$ cat src/rtl/irq_agg_pkg.sv
package irq_agg_pkg;

  localparam int unsigned OFS_STATUS    = 'h00;
  localparam int unsigned OFS_IRQ_BASE  = 'h10;
  localparam int unsigned OFS_MCHK_BASE = 'h18;
  localparam int unsigned OFS_TOPIDX    = 'h20;
  localparam int unsigned WORD_BYTES    = 4;

  // Slot k: k < n_core is the normal mask of core k, the rest are machine-check masks.
  function automatic int unsigned slot_ofs(input int unsigned k, input int unsigned n_core);
    if (k < n_core) return OFS_IRQ_BASE + WORD_BYTES * k;
    else            return OFS_MCHK_BASE + WORD_BYTES * (k - n_core);
  endfunction

endpackage

$ cat src/rtl/irq_agg_masks.sv
module irq_agg_masks
  import irq_agg_pkg::*;
#(
  parameter int unsigned DATA_W = 32,
  parameter int unsigned ADDR_W = 8,
  parameter int unsigned N_SLOT = 4,
  parameter int unsigned N_CORE = 2
) (
  input  logic                           clk,
  input  logic                           rst_n,
  input  logic                           wr_en,
  input  logic [ADDR_W-1:0]              addr,
  input  logic [DATA_W-1:0]              wdata,
  output logic [N_SLOT-1:0][DATA_W-1:0]  mask_q
);

  logic [N_SLOT-1:0][DATA_W-1:0] mask_d;
  logic [N_SLOT-1:0]             slot_hit;

  always_comb begin
    for (int k = 0; k < N_SLOT; k++) begin
      slot_hit[k] = wr_en && (addr == ADDR_W'(slot_ofs(k, N_CORE)));
    end
  end

  always_comb begin
    mask_d = mask_q;
    for (int k = 0; k < N_SLOT; k++) begin
      if (slot_hit[k]) mask_d[k] = wdata;
    end
  end

  always_ff @(posedge clk or negedge rst_n) begin
    if (!rst_n) mask_q <= '0;
    else        mask_q <= mask_d;
  end

  // a write that lands on no mask slot leaves every mask as it was
  assert_unmapped_write_R10: assert property (@(posedge clk) disable iff (!rst_n)
    (wr_en && (addr != ADDR_W'(slot_ofs(0, N_CORE))) && (addr != ADDR_W'(slot_ofs(1, N_CORE)))
           && (addr != ADDR_W'(slot_ofs(2, N_CORE))) && (addr != ADDR_W'(slot_ofs(3, N_CORE))))
    |=> (mask_q == $past(mask_q)));

  assert_status_write_R3: assert property (@(posedge clk) disable iff (!rst_n)
    (wr_en && addr == ADDR_W'(OFS_STATUS)) |=> $stable(mask_q));

endmodule

$ cat src/rtl/irq_agg_gate.sv
module irq_agg_gate #(
  parameter int unsigned DATA_W = 32,
  parameter int unsigned N_SLOT = 4
) (
  input  logic                           clk,
  input  logic                           rst_n,
  input  logic [DATA_W-1:0]              status,
  input  logic [N_SLOT-1:0][DATA_W-1:0]  mask,
  output logic [N_SLOT-1:0]              out_q
);

  logic [N_SLOT-1:0] out_d;

  for (genvar g = 0; g < N_SLOT; g++) begin : g_out
    always_comb out_d[g] = |(status & mask[g]);

    always_ff @(posedge clk or negedge rst_n) begin
      if (!rst_n) out_q[g] <= 1'b0;
      else        out_q[g] <= out_d[g];
    end

    // a blocked-off output never rises
    assert_masked_low_R6: assert property (@(posedge clk) disable iff (!rst_n)
      ($past(mask[g]) == '0) |-> !out_q[g]);
  end

  // with no status bit up, every output is low one cycle later
  assert_level_clear_R8: assert property (@(posedge clk) disable iff (!rst_n)
    ($past(status) == '0) |-> (out_q == '0));

endmodule

$ cat src/rtl/irq_agg_topidx.sv
module irq_agg_topidx #(
  parameter int unsigned DATA_W = 32
) (
  input  logic              clk,
  input  logic              rst_n,
  input  logic [DATA_W-1:0] active,
  output logic [DATA_W-1:0] word
);

  localparam int unsigned IDX_W = $clog2(DATA_W);

  logic [IDX_W-1:0] idx;
  logic             found;

  always_comb begin
    idx   = '0;
    found = 1'b0;
    for (int i = 0; i < DATA_W; i++) begin
      if (active[i]) begin
        idx   = IDX_W'(i);
        found = 1'b1;
      end
    end
  end

  always_comb begin
    if (found) word = DATA_W'(idx);
    else       word = {1'b1, {(DATA_W-1){1'b0}}};
  end

  // a reported index points at a set bit and nothing above it is set
  assert_top_index_R9: assert property (@(posedge clk) disable iff (!rst_n)
    !word[DATA_W-1] |-> ((active >> word[IDX_W-1:0]) == DATA_W'(1)));

  assert_none_flag_R9: assert property (@(posedge clk) disable iff (!rst_n)
    word[DATA_W-1] |-> (active == '0));

endmodule

$ cat src/rtl/irq_aggregator.sv
module irq_aggregator
  import irq_agg_pkg::*;
#(
  parameter int unsigned        DATA_W    = 32,
  parameter int unsigned        ADDR_W    = 8,
  parameter int unsigned        N_CORE    = 2,
  parameter logic [DATA_W-1:0]  LIVE_BITS = 32'h0001_FFBF
) (
  input  logic              clk,
  input  logic              rst_n,
  input  logic [DATA_W-1:0] irq_in,
  input  logic              wr_en,
  input  logic              rd_en,
  input  logic [ADDR_W-1:0] addr,
  input  logic [DATA_W-1:0] wdata,
  output logic [DATA_W-1:0] rdata,
  output logic [N_CORE-1:0] irq_out,
  output logic [N_CORE-1:0] mchk_out
);

  localparam int unsigned N_SLOT = 2 * N_CORE;

  // reset: asserted at once, released on a clock edge
  logic [1:0] rst_sync_q;
  logic       rst_int_n;

  always_ff @(posedge clk or negedge rst_n) begin
    if (!rst_n) rst_sync_q <= 2'b00;
    else        rst_sync_q <= {rst_sync_q[0], 1'b1};
  end
  assign rst_int_n = rst_sync_q[1];

  // status capture
  logic [DATA_W-1:0] status_d, status_q;

  always_comb status_d = irq_in & LIVE_BITS;

  always_ff @(posedge clk or negedge rst_int_n) begin
    if (!rst_int_n) status_q <= '0;
    else            status_q <= status_d;
  end

  // masks
  logic [N_SLOT-1:0][DATA_W-1:0] mask_q;

  irq_agg_masks #(
    .DATA_W (DATA_W),
    .ADDR_W (ADDR_W),
    .N_SLOT (N_SLOT),
    .N_CORE (N_CORE)
  ) u_masks (
    .clk    (clk),
    .rst_n  (rst_int_n),
    .wr_en  (wr_en),
    .addr   (addr),
    .wdata  (wdata),
    .mask_q (mask_q)
  );

  // gated outputs
  logic [N_SLOT-1:0] out_q;

  irq_agg_gate #(
    .DATA_W (DATA_W),
    .N_SLOT (N_SLOT)
  ) u_gate (
    .clk    (clk),
    .rst_n  (rst_int_n),
    .status (status_q),
    .mask   (mask_q),
    .out_q  (out_q)
  );

  assign irq_out  = out_q[N_CORE-1:0];
  assign mchk_out = out_q[N_SLOT-1:N_CORE];

  // highest active source for core 0 normal path
  logic [DATA_W-1:0] top_word;

  irq_agg_topidx #(
    .DATA_W (DATA_W)
  ) u_topidx (
    .clk    (clk),
    .rst_n  (rst_int_n),
    .active (status_q & mask_q[0]),
    .word   (top_word)
  );

  // read port
  logic [DATA_W-1:0] rdata_d, rdata_q;
  logic              rdata_en;

  always_comb begin
    rdata_d = '0;
    if (addr == ADDR_W'(OFS_STATUS)) rdata_d = status_q;
    if (addr == ADDR_W'(OFS_TOPIDX)) rdata_d = top_word;
    for (int k = 0; k < N_SLOT; k++) begin
      if (addr == ADDR_W'(slot_ofs(k, N_CORE))) rdata_d = mask_q[k];
    end
  end

  assign rdata_en = rd_en;

  always_ff @(posedge clk or negedge rst_int_n) begin
    if (!rst_int_n)    rdata_q <= '0;
    else if (rdata_en) rdata_q <= rdata_d;
  end

  assign rdata = rdata_q;

  // a status read never exposes a reserved position
  assert_reserved_zero_R2: assert property (@(posedge clk) disable iff (!rst_int_n)
    $past(rd_en && addr == ADDR_W'(OFS_STATUS)) |-> ((rdata & ~LIVE_BITS) == '0));

  // right after reset release every output is low
  assert_reset_quiet_R5: assert property (@(posedge clk) disable iff (!rst_n)
    $rose(rst_int_n) |-> ((irq_out == '0) && (mchk_out == '0)));

endmodule

$ cat config.mk
export PLATFORM = sky130hd
export DESIGN_NAME = irq_aggregator
export DESIGN_NICKNAME = d
export VERILOG_FILES = /design/src/rtl/irq_agg_pkg.sv /design/src/rtl/irq_agg_masks.sv /design/src/rtl/irq_agg_gate.sv /design/src/rtl/irq_agg_topidx.sv /design/src/rtl/irq_aggregator.sv
export SDC_FILE = /design/constraint.sdc
export NUM_CORES = 1
export LEC_CHECK = 0
export CORE_MARGIN = 1.5
export CORE_UTILIZATION = 64
export DETAILED_ROUTE_END_ITERATION = 10
export DONT_BUFFER_PORTS = 1
export PLACE_DENSITY = 0.8
export SLEW_MARGIN = 10
export SYNTH_ARGS = -nofsm -noshare
export SYNTH_HDL_FRONTEND = slang
export SYNTH_HIERARCHICAL = 1
export SYNTH_SLANG_ARGS = --single-unit
$ cat constraint.sdc
create_clock -name clk -period 6.6 [get_ports clk]
set_clock_uncertainty 0.2 [all_clocks]
set_input_delay 0.99 -clock clk [delete_from_list [all_inputs] [get_ports clk]]
set_output_delay 0.99 -clock clk [all_outputs]
set_load 0.02 [all_outputs]
==> results.py <==
metrics = {
    "place": {
        "buffer_ports.inserted": 0,
        "finalWeightedCongestion": 0.937,
        "dp_cells": 1106,
        "dpl.hpwl_um": 17900,
        "postPlaceCellArea_um2": 10100,
    },
    "power": {
        "switchingPower_w": 0.000659,
        "netSwitchingFraction_pct": 26.7,
        "share_comb_of_total_power_pct": 8.4,
        "seq_power_share_pct": 50.9,
        "leakagePower_nw": 4.89,
        "total_power_w": 0.00247,
        "power_frac_clock_pct": 40.7,
        "worst_ir_drop_vdd_mv": 0.227,
        "total_internal_power_w": 0.00181,
        "power_density_nw_per_um2": 232,
    },
    "timing": {
        "hold_vio_cnt_final": 0,
        "clock.fmax_mhz": 365,
        "maxSlewViolCount": 0,
        "fin_setup_tns_ns": 0,
        "setup-violations-final": 0,
        "min_period_ns": 2.74,
        "final_clock_period_utilization_by_the_worst_path_pct": 41.6,
        "relSlewSlack_pct": 26.9,
        "actual_slew_at_the_worst_max_slew_pin_ns": 1.09,
        "grt_setup_unrepaired": "no",
        "worst_hold_margin_ns": 0.0423,
    },
    "die": {
        "rows": 44,
        "core_area_um2": 14700,
        "fp.dieArea_um2": 16000,
        "floorplan.initialDensity_pct": 66.5,
        "io-pin-count": 112,
        "die_y_um": 127,
        "die-width_um": 127,
    },
    "critical_path": {
        "rrSetupSlack_ns": 3.92,
        "max_incr_delay_on_cp_ns": 0.83,
        "timing_worst_setup_path_type": "primary input to register",
        "start_kind": "primary input",
        "worst-endpoint-arrival_ns": 2.90,
        "top_cell_by_count_worst_path": "sky130_fd_sc_hd__a21oi_1",
        "worst_ep_required_time_ns": 6.76,
        "critPathMaxFanout": 12,
        "end_kind": "register",
        "worst-path-buf-inv": 0,
        "critical-path-slowest-cell": "sky130_fd_sc_hd__nor3_2",
        "chain_of_cells_forming_the_critical_path": "or4_4, nor3_2, a21oi_1, a21oi_1",
        "cp_top_family": "simple AND/OR/NAND/NOR gates",
    },
    "finish": {
        "share_of_cells_above_drive_strength_1_pct": 19.1,
        "synthToLayoutAreaGrowth_pct": 8.88,
        "layout.nets": 1017,
        "num_antenna_cells": 0,
        "num-fill-cells": 1039,
        "fin_area_um2": 10600,
        "instances_no_fill": 1138,
    },
    "synthesis": {
        "post_synthesis_cell_type_count": 52,
        "number_of_enable_flip_flop_cells_after_synthesis": 0,
        "netlist_area_um2": 9780,
        "netlist_instances": 849,
        "post-synth-top-count-cell": "sky130_fd_sc_hd__dfrtp_1",
        "syn_area_per_cell_um2": 11.5,
        "ys.warnings.count": 6,
        "async_flop_share_pct": 100,
        "synth_top_flop_cell": "sky130_fd_sc_hd__dfrtp_1",
        "yosys.area.top_type": "sky130_fd_sc_hd__dfrtp_1",
        "synth.area.top_cells": "sky130_fd_sc_hd__dfrtp_1, sky130_fd_sc_hd__mux2_4, sky130_fd_sc_hd__mux2_2, sky130_fd_sc_hd__a22oi_1, sky130_fd_sc_hd__a21oi_1",
        "synth.top_cells.by_count": "sky130_fd_sc_hd__dfrtp_1, sky130_fd_sc_hd__a21oi_1, sky130_fd_sc_hd__a22oi_1, sky130_fd_sc_hd__mux2_2, sky130_fd_sc_hd__mux2_4",
        "synth_sequential_area_ratio_pct": 46.6,
        "synth.ff_latch_count": 182,
        "area_share_of_the_leading_cell_type_in_the_synthesized_netlist_pct": 46.6,
    },
    "grt": {
        "grt_antenna_before_repair": 0,
        "grt_start_max_net_pins": 77,
        "global_route.usage.total_pct": 35.4,
        "number_of_global_route_vias_before_repair": 7119,
        "grt_first_pass_wirelength_um": 42000,
        "grt-ovfl-total": 0,
    },
    "route": {
        "sum_of_routed_wire_length_over_all_layers_um": 27300,
        "drc_violations": 0,
        "antenna_violation_net_count_after_detailed_routing": 0,
        "route.vias.total": 7377,
        "route.detailed.wl_per_inst_um": 24.0,
        "drt_pass1_iterations": 5,
        "drt_iter0_drc": 769,
        "number_of_vias_per_cell": 6.48,
    },
    "clock_tree": {
        "cts-root-buf": "sky130_fd_sc_hd__clkbuf_16",
        "clock_insertion_delay_worst_skew_ns": 0.43,
        "cts.reportedPaths.clkPinSlew_ns": 0.07,
        "post-cts-setup-buffer-count": 0,
        "tritoncts_clock_tree": "done",
        "cts_sinks": 182,
        "clock_tree.htree_level_count": 4,
        "post_cts_resize_count": 0,
        "holdBufCountCts": 0,
        "cts_made_buffers": 17,
        "cts-root-to-sink-buffers": 2,
    },
    "hold_path": {
        "kind_of_path_behind_the_tightest_hold_check": "primary input to async pin",
    },
    "outcome": {
        "outcome": "finished, final reports clean",
    },
    "run": {
        "timing.max_cap.violations": 0,
    },
}
power groups by stage:
stage	Combinational, W	Clock (W)	Sequential, W
2_1_floorplan	0.000171	0	0.00126
3_3_place_gp	0.000193	0	0.00128
3_5_place_dp	0.000198	0	0.00128
4_1_cts	0.000200	0.00102	0.00126
5_1_grt	0.000226	0.00107	0.00127
6_report	0.000207	0.00101	0.00126
cell families after synthesis:
kind of cell / synth area share (%)
buffers and inverters: 6.13
AO/OA/AOI/OAI: 17.7
AND/OR/NAND/NOR: 10.8
other: 0.115
multiplexers: 18.7
flip-flops: 46.6
layout make-up:
class,count,area (µm²),area share (%)
sequential,182,4560,42.8
timing repair buffer,12,90.1,0.846
tap,184,230,2.16
multi-input combinational,721,5160,48.5
inverter,7,26.3,0.247
clock buffer,19,443,4.16
clock inverter,13,135,1.27
worst paths after layout:
kind                                from  depth (start not counted)            endpoint
setup / recovery                 addr[7]                          4           rdata[15]
hold / removal                     rst_n                          0       rst_sync_q[1]
setup reg to reg            status_q[16]                         10            rdata[0]
hold reg to reg            rst_sync_q[0]                          0       rst_sync_q[1]
max in group asynchronous  rst_sync_q[1]                          1  u_masks/mask_q[14]
min in group clk           rst_sync_q[0]                          0       rst_sync_q[1]
cell usage in the layout, fill, tap and decap left out, types with 4 or more instances in the layout:
cell,n
sky130_fd_sc_hd__buf_4,12
sky130_fd_sc_hd__o31ai_1,16
sky130_fd_sc_hd__and2_1,17
sky130_fd_sc_hd__nor4_1,17
sky130_fd_sc_hd__conb_1,144
sky130_fd_sc_hd__clkbuf_16,17
sky130_fd_sc_hd__nand3b_1,6
sky130_fd_sc_hd__or4_1,4
sky130_fd_sc_hd__o21ai_1,15
sky130_fd_sc_hd__mux2i_1,16
sky130_fd_sc_hd__dfrtp_1,181
sky130_fd_sc_hd__nor3_1,9
sky130_fd_sc_hd__o2bb2ai_1,16
sky130_fd_sc_hd__nand2_1,5
sky130_fd_sc_hd__o22a_1,15
sky130_fd_sc_hd__nor2_1,26
sky130_fd_sc_hd__a21oi_1,80
sky130_fd_sc_hd__a22oi_1,78
sky130_fd_sc_hd__mux2_4,60
sky130_fd_sc_hd__o22ai_1,11
sky130_fd_sc_hd__o21ai_0,23
sky130_fd_sc_hd__mux2_2,65
sky130_fd_sc_hd__nand3_1,5
sky130_fd_sc_hd__inv_1,7
sky130_fd_sc_hd__nand4_1,16
sky130_fd_sc_hd__inv_6,5
sky130_fd_sc_hd__nor2b_1,45
registers in the layout (all words and copies together), names as in the netlist:
name and flops:
rdata 32, rst_sync_q 2, status_q 16, u_gate/out_q 4, u_masks/mask_q 128
layer usage:
layer / part of all wire [%] / global-route usage [%]
met1: 41 / 49.7
met2: 45 / 52.5
met3: 13 / 12.2
met4: 2.0 / 9.80
met5: 0 / 0
per-stage QoR:
stage / utilization [%] / worst slack, ns
after floorplan: - / 0.953
after global placement: 68.5 / 3.52
after detailed placement: 68.5 / 3.52
after CTS: 72.4 / 3.95
after global routing: 72.4 / 3.84
final: 72.4 / 3.86
worst reg2reg max path: stages, from the launching register on:
cell and delay (ns):
sky130_fd_sc_hd__dfrtp_1 0.45, sky130_fd_sc_hd__and2_1 0.22, sky130_fd_sc_hd__or3_1 0.38, sky130_fd_sc_hd__a221o_1 0.26, sky130_fd_sc_hd__a21oi_1 0.15, sky130_fd_sc_hd__o221ai_1 0.14, sky130_fd_sc_hd__a21oi_1 0.26, sky130_fd_sc_hd__mux2i_1 0.11
sky130_fd_sc_hd__o2bb2ai_1 0.16, sky130_fd_sc_hd__a21oi_1 0.09, sky130_fd_sc_hd__a21oi_1 0.18
No activity file was read; power rests on OpenSTA's default activity.
